$ cat src/rtl/irq_stat_pkg.sv
`timescale 1ns/1ps
package irq_stat_pkg;
  localparam int unsigned SRC_N   = 7;
  localparam int unsigned REG_W   = 8;

  // status bit positions (the host decodes these)
  localparam int unsigned BIT_TX_DONE  = 0;
  localparam int unsigned BIT_RX_DONE  = 1;
  localparam int unsigned BIT_MISS_OVF = 2;
  localparam int unsigned BIT_RUNT_OVF = 3;
  localparam int unsigned BIT_RCOL_OVF = 4;
  localparam int unsigned BIT_COL_ERR  = 5;
  localparam int unsigned BIT_BABBLE   = 6;

  typedef enum logic {
    SEL_STATUS = 1'b0,
    SEL_MASK   = 1'b1
  } reg_sel_e;
endpackage

$ cat src/rtl/irq_rst_sync.sv
`timescale 1ns/1ps
module irq_rst_sync #(
  parameter int unsigned STAGES = 2
) (
  input  logic clk,
  input  logic rst_n,
  output logic rst_n_sync
);
  logic [STAGES-1:0] chain_q;

  always_ff @(posedge clk or negedge rst_n) begin
    if (!rst_n) chain_q <= '0;
    else        chain_q <= {chain_q[STAGES-2:0], 1'b1};
  end

  assign rst_n_sync = chain_q[STAGES-1];
endmodule

$ cat src/rtl/irq_stat_cell.sv
`timescale 1ns/1ps
module irq_stat_cell (
  input  logic clk,
  input  logic rst_n,
  input  logic srst_i,
  input  logic set_i,
  input  logic clr_i,
  output logic bit_d,
  output logic bit_q
);
  // priority: soft reset, then event, then read-clear
  always_comb begin
    bit_d = bit_q;
    if (srst_i)     bit_d = 1'b0;
    else if (set_i) bit_d = 1'b1;
    else if (clr_i) bit_d = 1'b0;
  end

  always_ff @(posedge clk or negedge rst_n) begin
    if (!rst_n) bit_q <= 1'b0;
    else        bit_q <= bit_d;
  end

  assert_set_R2: assert property (@(posedge clk) disable iff (!rst_n)
    (set_i && !srst_i) |=> bit_q);

  assert_read_clear_R3: assert property (@(posedge clk) disable iff (!rst_n)
    (clr_i && !set_i && !srst_i) |=> !bit_q);

  assert_event_beats_read_R4: assert property (@(posedge clk) disable iff (!rst_n)
    (clr_i && set_i && !srst_i) |=> bit_q);

  assert_hold_R5: assert property (@(posedge clk) disable iff (!rst_n)
    (!set_i && !clr_i && !srst_i) |=> $stable(bit_q));

  assert_soft_reset_R7: assert property (@(posedge clk) disable iff (!rst_n)
    srst_i |=> !bit_q);
endmodule

$ cat src/rtl/irq_mask_reg.sv
`timescale 1ns/1ps
module irq_mask_reg #(
  parameter int unsigned REG_W = 8,
  parameter int unsigned SRC_N = 7
) (
  input  logic             clk,
  input  logic             rst_n,
  input  logic             we_i,
  input  logic [REG_W-1:0] wdata_i,
  output logic [SRC_N-1:0] src_mask_d,
  output logic [REG_W-1:0] mask_q
);
  logic [REG_W-1:0] mask_d;

  always_comb begin
    mask_d = mask_q;
    if (we_i) mask_d = wdata_i;
  end

  always_ff @(posedge clk or negedge rst_n) begin
    if (!rst_n) mask_q <= '1;
    else        mask_q <= mask_d;
  end

  assign src_mask_d = mask_d[SRC_N-1:0];

  assert_mask_load_R8: assert property (@(posedge clk) disable iff (!rst_n)
    we_i |=> (mask_q == $past(wdata_i)));

  assert_mask_hold_R8: assert property (@(posedge clk) disable iff (!rst_n)
    !we_i |=> $stable(mask_q));
endmodule

$ cat src/rtl/irq_out_drv.sv
`timescale 1ns/1ps
module irq_out_drv #(
  parameter int unsigned SRC_N = 7
) (
  input  logic             clk,
  input  logic             rst_n,
  input  logic [SRC_N-1:0] stat_d,
  input  logic [SRC_N-1:0] mask_d,
  output logic             irq_n_o
);
  logic pend_d;

  assign pend_d = |(stat_d & ~mask_d);

  always_ff @(posedge clk or negedge rst_n) begin
    if (!rst_n) irq_n_o <= 1'b1;
    else        irq_n_o <= ~pend_d;
  end
endmodule

$ cat src/rtl/irq_status_reg.sv
`timescale 1ns/1ps
module irq_status_reg #(
  parameter int unsigned REG_W = irq_stat_pkg::REG_W,
  parameter int unsigned SRC_N = irq_stat_pkg::SRC_N
) (
  input  logic             clk,
  input  logic             rst_n,
  input  logic             soft_rst_i,
  input  logic [SRC_N-1:0] ev_i,
  input  logic             rd_i,
  input  logic             wr_i,
  input  logic             addr_i,
  input  logic [REG_W-1:0] wdata_i,
  output logic [REG_W-1:0] rdata_o,
  output logic             irq_n_o
);
  import irq_stat_pkg::*;

  localparam int unsigned PAD_W = REG_W - SRC_N;

  logic             rst_n_s;
  logic             rd_stat;
  logic             wr_mask;
  logic [SRC_N-1:0] stat_d;
  logic [SRC_N-1:0] stat_q;
  logic [SRC_N-1:0] src_mask_d;
  logic [REG_W-1:0] mask_q;

  irq_rst_sync #(.STAGES(2)) u_rst (
    .clk        (clk),
    .rst_n      (rst_n),
    .rst_n_sync (rst_n_s)
  );

  assign rd_stat = rd_i && (reg_sel_e'(addr_i) == SEL_STATUS);
  assign wr_mask = wr_i && (reg_sel_e'(addr_i) == SEL_MASK);

  for (genvar n = 0; n < SRC_N; n++) begin : g_bit
    irq_stat_cell u_cell (
      .clk    (clk),
      .rst_n  (rst_n_s),
      .srst_i (soft_rst_i),
      .set_i  (ev_i[n]),
      .clr_i  (rd_stat),
      .bit_d  (stat_d[n]),
      .bit_q  (stat_q[n])
    );
  end

  irq_mask_reg #(.REG_W(REG_W), .SRC_N(SRC_N)) u_mask (
    .clk        (clk),
    .rst_n      (rst_n_s),
    .we_i       (wr_mask),
    .wdata_i    (wdata_i),
    .src_mask_d (src_mask_d),
    .mask_q     (mask_q)
  );

  irq_out_drv #(.SRC_N(SRC_N)) u_out (
    .clk     (clk),
    .rst_n   (rst_n_s),
    .stat_d  (stat_d),
    .mask_d  (src_mask_d),
    .irq_n_o (irq_n_o)
  );

  always_comb begin
    if (reg_sel_e'(addr_i) == SEL_STATUS) rdata_o = {{PAD_W{1'b0}}, stat_q};
    else                                  rdata_o = mask_q;
  end

  assert_irq_tracks_R9: assert property (@(posedge clk) disable iff (!rst_n_s)
    irq_n_o == ~|(stat_q & ~mask_q[SRC_N-1:0]));

  assert_top_bits_zero_R1: assert property (@(posedge clk) disable iff (!rst_n_s)
    rd_stat |-> (rdata_o[REG_W-1:SRC_N] == '0));

  assert_status_write_ignored_R5: assert property (@(posedge clk) disable iff (!rst_n_s)
    (wr_i && !addr_i && !rd_i && !soft_rst_i && ev_i == '0) |=> $stable(stat_q));
endmodule

$ cat config.mk
export PLATFORM = sky130hd
export DESIGN_NAME = irq_status_reg
export DESIGN_NICKNAME = d
export VERILOG_FILES = /design/src/rtl/irq_stat_pkg.sv /design/src/rtl/irq_rst_sync.sv /design/src/rtl/irq_stat_cell.sv /design/src/rtl/irq_mask_reg.sv /design/src/rtl/irq_out_drv.sv /design/src/rtl/irq_status_reg.sv
export SDC_FILE = /design/constraint.sdc
export NUM_CORES = 1
export LEC_CHECK = 0
export CELL_PAD_IN_SITES_DETAIL_PLACEMENT = 0
export CELL_PAD_IN_SITES_GLOBAL_PLACEMENT = 1
export CORE_MARGIN = 4
export CORE_UTILIZATION = 35
export CTS_BUF_LIST = sky130_fd_sc_hd__clkbuf_8
export DETAILED_ROUTE_END_ITERATION = 10
export GPL_TIMING_DRIVEN = 0
export PLACE_DENSITY_LB_ADDON = 0.1
export SLEW_MARGIN = 15
export SYNTH_ARGS = -nofsm -noshare
export SYNTH_HDL_FRONTEND = slang
export SYNTH_SLANG_ARGS = --single-unit
$ cat constraint.sdc
create_clock -name clk -period 0.8 [get_ports clk]
set_input_delay 0.08 -clock clk [delete_from_list [all_inputs] [get_ports clk]]
set_output_delay 0.08 -clock clk [all_outputs]
set_load 0.01 [all_outputs]
==> results.sh, run 1 <==
export IMPL_status="complete, but fails checks"
export IMPL_violations="setup timing"
export IMPL_initial_utilization_pct=36.82
export IMPL_switching_power_mw=0.6188
export IMPL_ys_warn_count=0
export IMPL_grt_max_degree=17
export IMPL_die_h_um=56.24
export IMPL_synth_simple_area_share_pct=9.370
export IMPL_synth_mux_area_share_pct=21.66
export IMPL_synthCells=62
export IMPL_place_gp_congestion=0.7169
export IMPL_drive_above_1_share_pct=58.25
export IMPL_yosysSeqAreaShare_pct=56.68
export IMPL_max_cap_violations=0
export IMPL_cts_root_buf="clkbuf_8"
export IMPL_setup_viol=17
export IMPL_critPathRequiredTime_ns=0.72
export IMPL_final_util_pct=62.39
export IMPL_num_antenna_cells=0
export IMPL_switching_share_pct=24.24
export IMPL_critPathKind="flip-flop to primary output"
export IMPL_arrival_ns=1.06
export IMPL_die_area_mm2=0.003163
export IMPL_synth_distinct_cells=19
export IMPL_p_per_area_mw_per_mm2=1850
export IMPL_rsz0062_at_grt="yes"
export IMPL_viasPerCell=4.710
export IMPL_grt_pass1_vias=675
export IMPL_ioPinCount=30
export IMPL_grt_pass1_wl_um=3125
export IMPL_wl_per_cell_um=14.84
export IMPL_ant_nets=0
export IMPL_avgSynthCellArea_um2=13.14
export IMPL_synthesis_nets=83
export IMPL_setup_slack_ns=-0.3352
export IMPL_io_buffer_count=28
export IMPL_worst_ir_drop_vdd_v=0.001179
export IMPL_drc=0
export IMPL_synth_top_family_by_area="multiplexers"
export IMPL_cts_buffer_depth=2
export IMPL_vias=617
export IMPL_synth_compound_area_share_pct=7.988
export IMPL_clock_sinks=18
export IMPL_area_delta_synth_final_pct=69.43
export IMPL_maxSlewViolCount=0
export IMPL_hold_path_class="flip-flop to asynchronous set/reset pin"
export IMPL_combPwrFrac_pct=26.9
export IMPL_final_setup_tns_ns=-3.233
export IMPL_seqPwrFrac_pct=44.2
export IMPL_endpoint_kind="primary output"
export IMPL_synth_xor_area_share_pct=0
export IMPL_antenna_found_initial=0
export IMPL_rows=17
export IMPL_clkLatencyLatePin_ns=0.25
export IMPL_dpl_cell_area_mm2=0.001141
export IMPL_core_area_mm2=0.002212
export IMPL_dr_pass1_iters=2
export IMPL_cp_max_fo=2
export IMPL_htreeDepth=1
export IMPL_globalRouteTotalUtil_pct=12.88
export IMPL_finalWirelength_um=1944
export IMPL_die_x_um=56.24
export IMPL_fin_crit_sh_pct=141.9
export IMPL_intPower_mw=1.934
export IMPL_ys_seq_elements=18
export IMPL_holdWs_ns=0.1705
export IMPL_start_kind="flip-flop"
export IMPL_p_leak_nw=0.6071
export IMPL_finalClockSkew_ns=0.001233
export IMPL_period_needed_ns=1.135
export IMPL_hpwl_um=1298
export IMPL_cts_tree="built"
export IMPL_fmax_mhz=880.9
export IMPL_final_net_count=125
export IMPL_clk_pin_slew_worst_paths_ns=0.07
export IMPL_cts_made_buffers=3
export IMPL_grt_overflow=0
export IMPL_drt_iter0_markers=6
export IMPL_fin_area_mm2=0.001380
export IMPL_syn_cell_area_um2=814.5
export IMPL_synthAdderAreaFrac_pct=0
export IMPL_clockPowerShare_pct=28.9
export IMPL_hold_violations=0
[sequential cells by signal, indices dropped and copies added, names as in the netlist]
name / flops
g_bit.u_cell.bit_q: 7
u_mask.mask_q: 8
u_out.irq_n_o: 1
u_rst.chain_q: 2
[path summary, 6_finish.rpt]
path,slack (ns),from,cells past startpoint,end
max,-0.34,g_bit[5].u_cell.bit_q,2,rdata_o[5]
min,0.17,u_rst.chain_q[1],0,g_bit[3].u_cell.bit_q
max reg2reg,-0.31,g_bit[5].u_cell.bit_q,4,u_out.irq_n_o
min reg2reg,0.17,u_rst.chain_q[1],0,g_bit[3].u_cell.bit_q
max in group asynchronous,0.14,rst_n,2,u_rst.chain_q[1]
min in group clk,0.29,addr_i,3,u_mask.mask_q[7]
[kinds of logic (layout without fill, tap and decap cells)]
logic type	count (synthesis)	count (layout)
flip-flops	18	18
other	1	1
multiplexers	15	15
AND/OR/NAND/NOR	12	12
AO/OA/AOI/OAI	10	10
buffers and inverters	6	47
[worst max-delay path, stage by stage (launching register included)]
cell and delay [ns]:
dfrtp_1 0.40, mux2_2 0.28, buf_6 0.12
[cells in the final DEF, fill, tap and decap left out]
master           netlist  final
nor4_2                 0      1
clkbuf_8               0      4
nand2b_4               1      1
dfstp_2                9      9
dlygate4sd2_1          0      2
clkdlybuf4s50_1        0     17
a31oi_2                0      1
o32ai_2                0      3
dfrtp_1                9      8
dlygate4sd3_1          0      1
nor3_1                 1      1
mux2_2                11      6
a21oi_2                0      4
mux2_1                 2      2
mux2_4                 2      7
a31oi_4                0      2
nor2_1                 4      4
inv_1                  4      4
nor2b_1                3      3
buf_4                  0      6
conb_1                 1      1
dfrtp_2                0      1
buf_6                  1     13
nand2_4                1      1
and2_4                 0      1
[power groups by stage]
stage | combinational, mW | clock, mW | sequential, mW
floorplan | 0.272 | 0 | 1.12
global placement | 0.533 | 0 | 1.13
detailed placement | 0.536 | 0 | 1.14
CTS | 0.643 | 0.755 | 1.12
global route | 0.731 | 0.813 | 1.15
finish | 0.686 | 0.738 | 1.13
[cells in the mapped netlist, drive strengths merged]
cell type	number	share of area, %
mux2	15	22
dfrtp	9	28
dfstp	9	29
a21oi	4	2.5
inv	4	1.8
nor2	4	1.8
a31oi	3	2.3
nor2b	3	2.3
o32ai	3	3.2
buf	2	2.0
and2	1	0.77
conb	1	0.46
nand2	1	1.4
nand2b	1	1.7
nor3	1	0.61
nor4	1	0.77
[layer usage]
layer / GRT usage (%) / up-vias / wire length, um / share of wire [%]
li1: - / 298 / - / -
met2: 20.20 / 16 / 987 / 51
met4: 5.085 / 0 / 10 / 0.51
met3: 3.248 / 2 / 93 / 4.8
met5: 0 / - / 0 / 0
met1: 16.86 / 301 / 852 / 44
[layout make-up]
| class | count | area (um2) |
|---|---|---|
| fill | 193 | 832.0 |
| sequential | 18 | 462.9 |
| multi-input combinational | 38 | 422.9 |
| timing repair buffer | 37 | 366.6 |
| clock buffer | 4 | 55.05 |
| tap | 28 | 35.03 |
| buffer | 2 | 22.52 |
| inverter | 4 | 15.01 |
[metrics by stage]
stage	total power [mW]	setup slack, ns	instances
after floorplan	1.396	-0.2440	62
after global placement	1.664	-0.8560	118
after detailed placement	1.671	-0.8271	118
after CTS	2.523	-0.3382	130
after global routing	2.695	-0.3877	131
final	2.553	-0.3352	131
[what timing repair did]
item / in CTS / in global routing
resized for setup: 59 / 10
endpoints found under the setup margin: 23 / 18
endpoints found under the hold margin: 2 / 0
pin swaps: 4 / 2
setup buffers: 7 / 1
hold buffers: 1 / 0
Power figures use the tool's default switching activity.
==> run 2: changes to the inputs <==
--- a/config.mk
+++ b/config.mk
@@ -13,6 +13,7 @@
 export DETAILED_ROUTE_END_ITERATION = 10
 export GPL_TIMING_DRIVEN = 0
 export PLACE_DENSITY_LB_ADDON = 0.1
+export REMOVE_ABC_BUFFERS = 1
 export SLEW_MARGIN = 15
 export SYNTH_ARGS = -nofsm -noshare
 export SYNTH_HDL_FRONTEND = slang
==> results.sh, run 2 (synthesis results as in run 1) <==
export IMPL_reg_top3="u_mask.mask_q (8), g_bit.u_cell.bit_q (7), u_rst.chain_q (2)"
export IMPL_r2r_start="u_mask.mask_q[0]"
export IMPL_ioPinCount=30
export IMPL_top_register="u_mask.mask_q"
export IMPL_hpwl_um=1271
export IMPL_core_area_mm2=0.002212
export IMPL_area_delta_synth_final_pct=59.45
export IMPL_busiest_layer="met2"
export IMPL_rrSetupSlack_ns=-0.30
export IMPL_endpoint_kind="primary output"
export IMPL_setup_slack_ns=-0.3310
export IMPL_p_leak_nw=0.5612
export IMPL_mostFrequentLayoutCells="clkdlybuf4s50_1 (16), buf_6 (10), dfrtp_1 (9), dfstp_2 (9), mux2_2 (8)"
export IMPL_regArea_um2=461.7
export IMPL_cts_buffer_depth=2
export IMPL_critPathRequiredTime_ns=0.72
export IMPL_fmax_mhz=884.1
export IMPL_clk_pin_slew_worst_paths_ns=0.07
export IMPL_hold_violations=0
export IMPL_total_power_mw=2.492
export IMPL_rows=17
export IMPL_p_per_area_mw_per_mm2=1919
export IMPL_worst_ir_drop_vdd_v=0.001310
export IMPL_final_util_pct=58.71
export IMPL_use_met1_pct=15.58
export IMPL_largest_register_ffs=8
export IMPL_ant_nets=0
export IMPL_final_common_cell="clkdlybuf4s50_1"
export IMPL_finalClockSkew_ns=0.003794
export IMPL_cts_root_buf="clkbuf_8"
export IMPL_max_cap_violations=0
export IMPL_hold_path_class="input pin to flip-flop"
export IMPL_hp_start="soft_rst_i"
export IMPL_start_kind="flip-flop"
export IMPL_status="complete, but fails checks"
export IMPL_dr_pass1_iters=3
export IMPL_grt_overflow=0
export IMPL_period_needed_ns=1.131
export IMPL_setup_viol=13
export IMPL_cp_max_fo=2
export IMPL_arrival_ns=1.05
export IMPL_grtUsageMet3_pct=3.944
export IMPL_grt_pass1_wl_um=3015
export IMPL_r2r_end="u_out.irq_n_o"
export IMPL_drive_above_1_share_pct=52.08
export IMPL_finalWirelength_um=1854
export IMPL_grt_max_degree=17
export IMPL_final_net_count=118
export IMPL_dpl_cell_area_mm2=0.001124
export IMPL_wl_per_cell_um=14.95
export IMPL_viasPerCell=4.742
export IMPL_place_gp_congestion=0.7038
export IMPL_grt_pass1_vias=629
export IMPL_setup_worst_path_end="rdata_o[4]"
export IMPL_globalRouteTotalUtil_pct=12.44
export IMPL_maxSlewViolCount=0
export IMPL_io_buffer_count=29
export IMPL_fin_area_mm2=0.001299
export IMPL_max_slew_margin_pct=58.86
export IMPL_die_h_um=56.24
export IMPL_die_x_um=56.24
export IMPL_drc=0
export IMPL_final_setup_tns_ns=-2.987
export IMPL_drt_iter0_markers=5
export IMPL_clock_sinks=18
export IMPL_use_met2_pct=19.70
export IMPL_crit_path_start="g_bit[4].u_cell.bit_q"
export IMPL_violations="setup timing"
export IMPL_antenna_found_initial=0
export IMPL_htreeDepth=1
export IMPL_vias=588
export IMPL_n_fill_cell=198
export IMPL_initial_utilization_pct=36.82
export IMPL_worst_slew_pin_slew_ns=0.6170
export IMPL_multi_input_area_um2=416.7
export IMPL_cts_tree="built"
export IMPL_rsz0062_at_grt="yes"
export IMPL_num_antenna_cells=0
export IMPL_cts_made_buffers=3
export IMPL_rr_worst_depth=3
export IMPL_fin_crit_sh_pct=141.4
export IMPL_clkLatencyLatePin_ns=0.25
export IMPL_die_area_mm2=0.003163
export IMPL_critPathKind="flip-flop to primary output"
==> run 2: how the worst min path moves through the flow <==
stage / cells after the start / endpoint
floorplan: 0 / u_rst.chain_q[0]
global placement: 1 / u_rst.chain_q[1]
detailed placement: 1 / u_rst.chain_q[0]
CTS: 0 / g_bit[3].u_cell.bit_q
global route: 2 / g_bit[0].u_cell.bit_q
finish: 2 / g_bit[3].u_cell.bit_q
==> run 2: final cells by class <==
class | instances | share of cell area (%)
multi-input cells | 38 | 32.08
inverters | 4 | 1.156
clock buffers | 4 | 4.239
well taps | 28 | 2.697
flip-flops and latches | 18 | 35.55
repair buffers | 32 | 24.28
==> run 2: critical path, stage by stage, from the launching register on <==
cell and delay (ns):
dfrtp_1 0.41, mux2_2 0.28, buf_6 0.12
==> run 2: per-layer routing <==
metal	wire, um	vias up
met5	0	-
met4	25	0
met1	809	278
met2	894	20
li1	-	286
met3	124	4
==> run 2: report_power, final <==
part | switching (mW) | leakage, nW | total (mW) | internal, mW
combinational | 0.246 | 0.327 | 0.642 | 0.396
clock | 0.289 | 0.0288 | 0.725 | 0.436
sequential | 0.0630 | 0.206 | 1.13 | 1.06
total | 0.598 | 0.561 | 2.49 | 1.89
==> run 2: per-stage QoR <==
step / instances / setup WS, ns / hold slack [ns]
6_report: 124 / -0.3310 / 0.1837
5_1_grt: 124 / -0.3733 / 0.2008
4_1_cts: 122 / -0.3412 / 0.2821
3_5_place_dp: 117 / -1.156 / 0.2557
3_3_place_gp: 117 / -1.159 / 0.2505
2_1_floorplan: 60 / -0.2470 / -0.2156
==> run 2: what timing repair did <==
| action | in CTS | in global routing |
|---|---|---|
| hold buffers | 1 | 0 |
| setup endpoints to repair | 25 | 13 |
| pin swaps | 2 | 4 |
| endpoints found under the hold margin | 2 | 0 |
| setup buffers | 0 | 2 |
| resized for setup | 64 | 9 |
==> run 3: changes to the inputs <==
==> constraint.sdc (replaced) <==
create_clock -name clk -period 1.2 [get_ports clk]
set_input_delay 0.12 -clock clk [delete_from_list [all_inputs] [get_ports clk]]
set_output_delay 0.12 -clock clk [all_outputs]
set_load 0.01 [all_outputs]
==> results.sh, run 3 (synthesis results as in run 1) <==
export IMPL_maxSlewViolCount=0
export IMPL_clock_sinks=18
export IMPL_io_buffer_count=29
export IMPL_cts_tree="built"
export IMPL_fmax_mhz=846.4
export IMPL_mostFrequentLayoutCells="clkdlybuf4s50_1 (16), mux2_2 (10), dfrtp_1 (9), dfstp_2 (9), buf_2 (6)"
export IMPL_cts_root_buf="clkbuf_8"
export IMPL_start_kind="flip-flop"
export IMPL_total_power_mw=1.591
export IMPL_num_antenna_cells=0
export IMPL_final_util_pct=56.00
export IMPL_place_ws_ns=-0.7959
export IMPL_clkLatencyLatePin_ns=0.25
export IMPL_cp_max_fo=2
export IMPL_p_leak_nw=0.5380
export IMPL_worst_slew_pin_slew_ns=0.6141
export IMPL_die_h_um=56.24
export IMPL_rsz0062_at_grt="yes"
export IMPL_holdWs_ns=0.02418
export IMPL_hold_violations=0
export IMPL_initial_utilization_pct=36.82
export IMPL_p_per_area_mw_per_mm2=1285
export IMPL_switching_share_pct=23.87
export IMPL_htreeDepth=1
export IMPL_n_fill_cell=202
export IMPL_top_register="u_mask.mask_q"
export IMPL_setup_slack_ns=0.01857
export IMPL_fin_crit_sh_pct=98.45
export IMPL_hpwl_um=1271
export IMPL_reg_top3="u_mask.mask_q (8), g_bit.u_cell.bit_q (7), u_rst.chain_q (2)"
export IMPL_viasPerCell=4.818
export IMPL_switching_power_mw=0.3799
export IMPL_final_setup_tns_ns=0
export IMPL_worst_ir_drop_vdd_v=0.0008405
export IMPL_dpl_cell_count=117
export IMPL_crit_chain="mux2_2 > buf_6"
export IMPL_ant_nets=0
export IMPL_intPower_mw=1.211
export IMPL_final_net_count=115
export IMPL_drt_iter0_markers=7
export IMPL_cts_made_buffers=3
export IMPL_grt_max_degree=17
export IMPL_finalWirelength_um=1808
export IMPL_clk_pin_slew_worst_paths_ns=0.07
export IMPL_wl_per_cell_um=14.94
export IMPL_rows=17
export IMPL_grt_pass1_vias=640
export IMPL_fin_area_mm2=0.001239
export IMPL_core_area_mm2=0.002212
export IMPL_cts_buffer_depth=2
export IMPL_critical_path_max_stage_delay_ns=0.41
export IMPL_grt_pass1_wl_um=2994
export IMPL_hold_path_class="input pin to asynchronous set/reset pin"
export IMPL_arrival_ns=1.06
export IMPL_drc=0
export IMPL_place_gp_congestion=0.7038
export IMPL_dpl_cell_area_mm2=0.001124
export IMPL_final_cell_count_no_fill=121
export IMPL_ioPinCount=30
export IMPL_clockPowerShare_pct=30.3
export IMPL_critPathKind="flip-flop to primary output"
export IMPL_critPathRequiredTime_ns=1.08
export IMPL_drive_above_1_share_pct=51.61
export IMPL_postCtsSetupBuffers=0
export IMPL_antenna_found_initial=0
export IMPL_period_needed_ns=1.181
export IMPL_die_x_um=56.24
export IMPL_status="complete, no violations"
export IMPL_endpoint_kind="primary output"
export IMPL_max_cap_violations=0
export IMPL_vias=583
export IMPL_globalRouteTotalUtil_pct=12.44
export IMPL_grt_overflow=0
export IMPL_setup_viol=0
export IMPL_largest_register_ffs=8
export IMPL_area_delta_synth_final_pct=52.07
export IMPL_seqPwrFrac_pct=47.1
export IMPL_cp_slowest_cell="dfrtp_1"
export IMPL_max_slew_margin_pct=59.06
export IMPL_combPwrFrac_pct=22.6
export IMPL_final_common_cell="clkdlybuf4s50_1"
export IMPL_dr_pass1_iters=3
export IMPL_finalClockSkew_ns=0.0008866
export IMPL_die_area_mm2=0.003163
## run 3: cell count changes in the layout (fill, tap and decap cells not counted), sizes merged
cell	delta
buf	-4
clkdlybuf4s15	+1
dlygate4sd3	-1
dlymetal6s2s	+1
## run 3: final timing paths
kind | startpoint | to | depth (start not counted) | slack [ns]
worst min-delay path | rst_n | u_rst.chain_q[0] | 1 | 0.02
min in group clk | soft_rst_i | g_bit[6].u_cell.bit_q | 2 | 0.35
worst min register to register | u_rst.chain_q[1] | g_bit[4].u_cell.bit_q | 0 | 0.26
worst max register to register | u_mask.mask_q[4] | u_out.irq_n_o | 3 | 0.07
worst max-delay path | g_bit[4].u_cell.bit_q | rdata_o[4] | 2 | 0.02
max in group asynchronous | u_rst.chain_q[1] | g_bit[3].u_cell.bit_q | 0 | 0.55
## run 3: repair_timing
action / CTS / global route
endpoints found under the setup margin: 25 / 1
pin swaps: 0 / 2
hold buffers: 0 / 0
gates resized for setup: 45 / 15
## run 3: per-layer routing
metal | GRT usage [%] | wire length (um)
met2 | 19.37 | 878
met1 | 15.44 | 771
met5 | 0 | 0
met4 | 6.102 | 25
met3 | 3.944 | 132
## run 3: layout make-up
type	count	area, um2	share of cell area (%)
Multi-Input combinational cell	38	406.6	32.83
Inverter	4	15.01	1.212
Tap cell	28	35.03	2.828
Sequential cell	18	461.7	37.27
Clock buffer	4	55.05	4.444
Timing Repair Buffer	29	265.3	21.41
## run 3: power groups by stage
| stage | combinational, mW | clock, mW | sequential [mW] |
|---|---|---|---|
| final | 0.359 | 0.483 | 0.749 |
| after global routing | 0.389 | 0.531 | 0.762 |
| after CTS | 0.329 | 0.502 | 0.746 |
| after detailed placement | 0.346 | 0 | 0.756 |
| after global placement | 0.345 | 0 | 0.754 |
| after floorplan | 0.160 | 0 | 0.749 |
## run 3: worst max-delay path, delay by kind of cell (launching register included)
kind,cells,cell delay [ns]
flip-flops,1,0.41
multiplexers,1,0.28
buffers and inverters,1,0.12
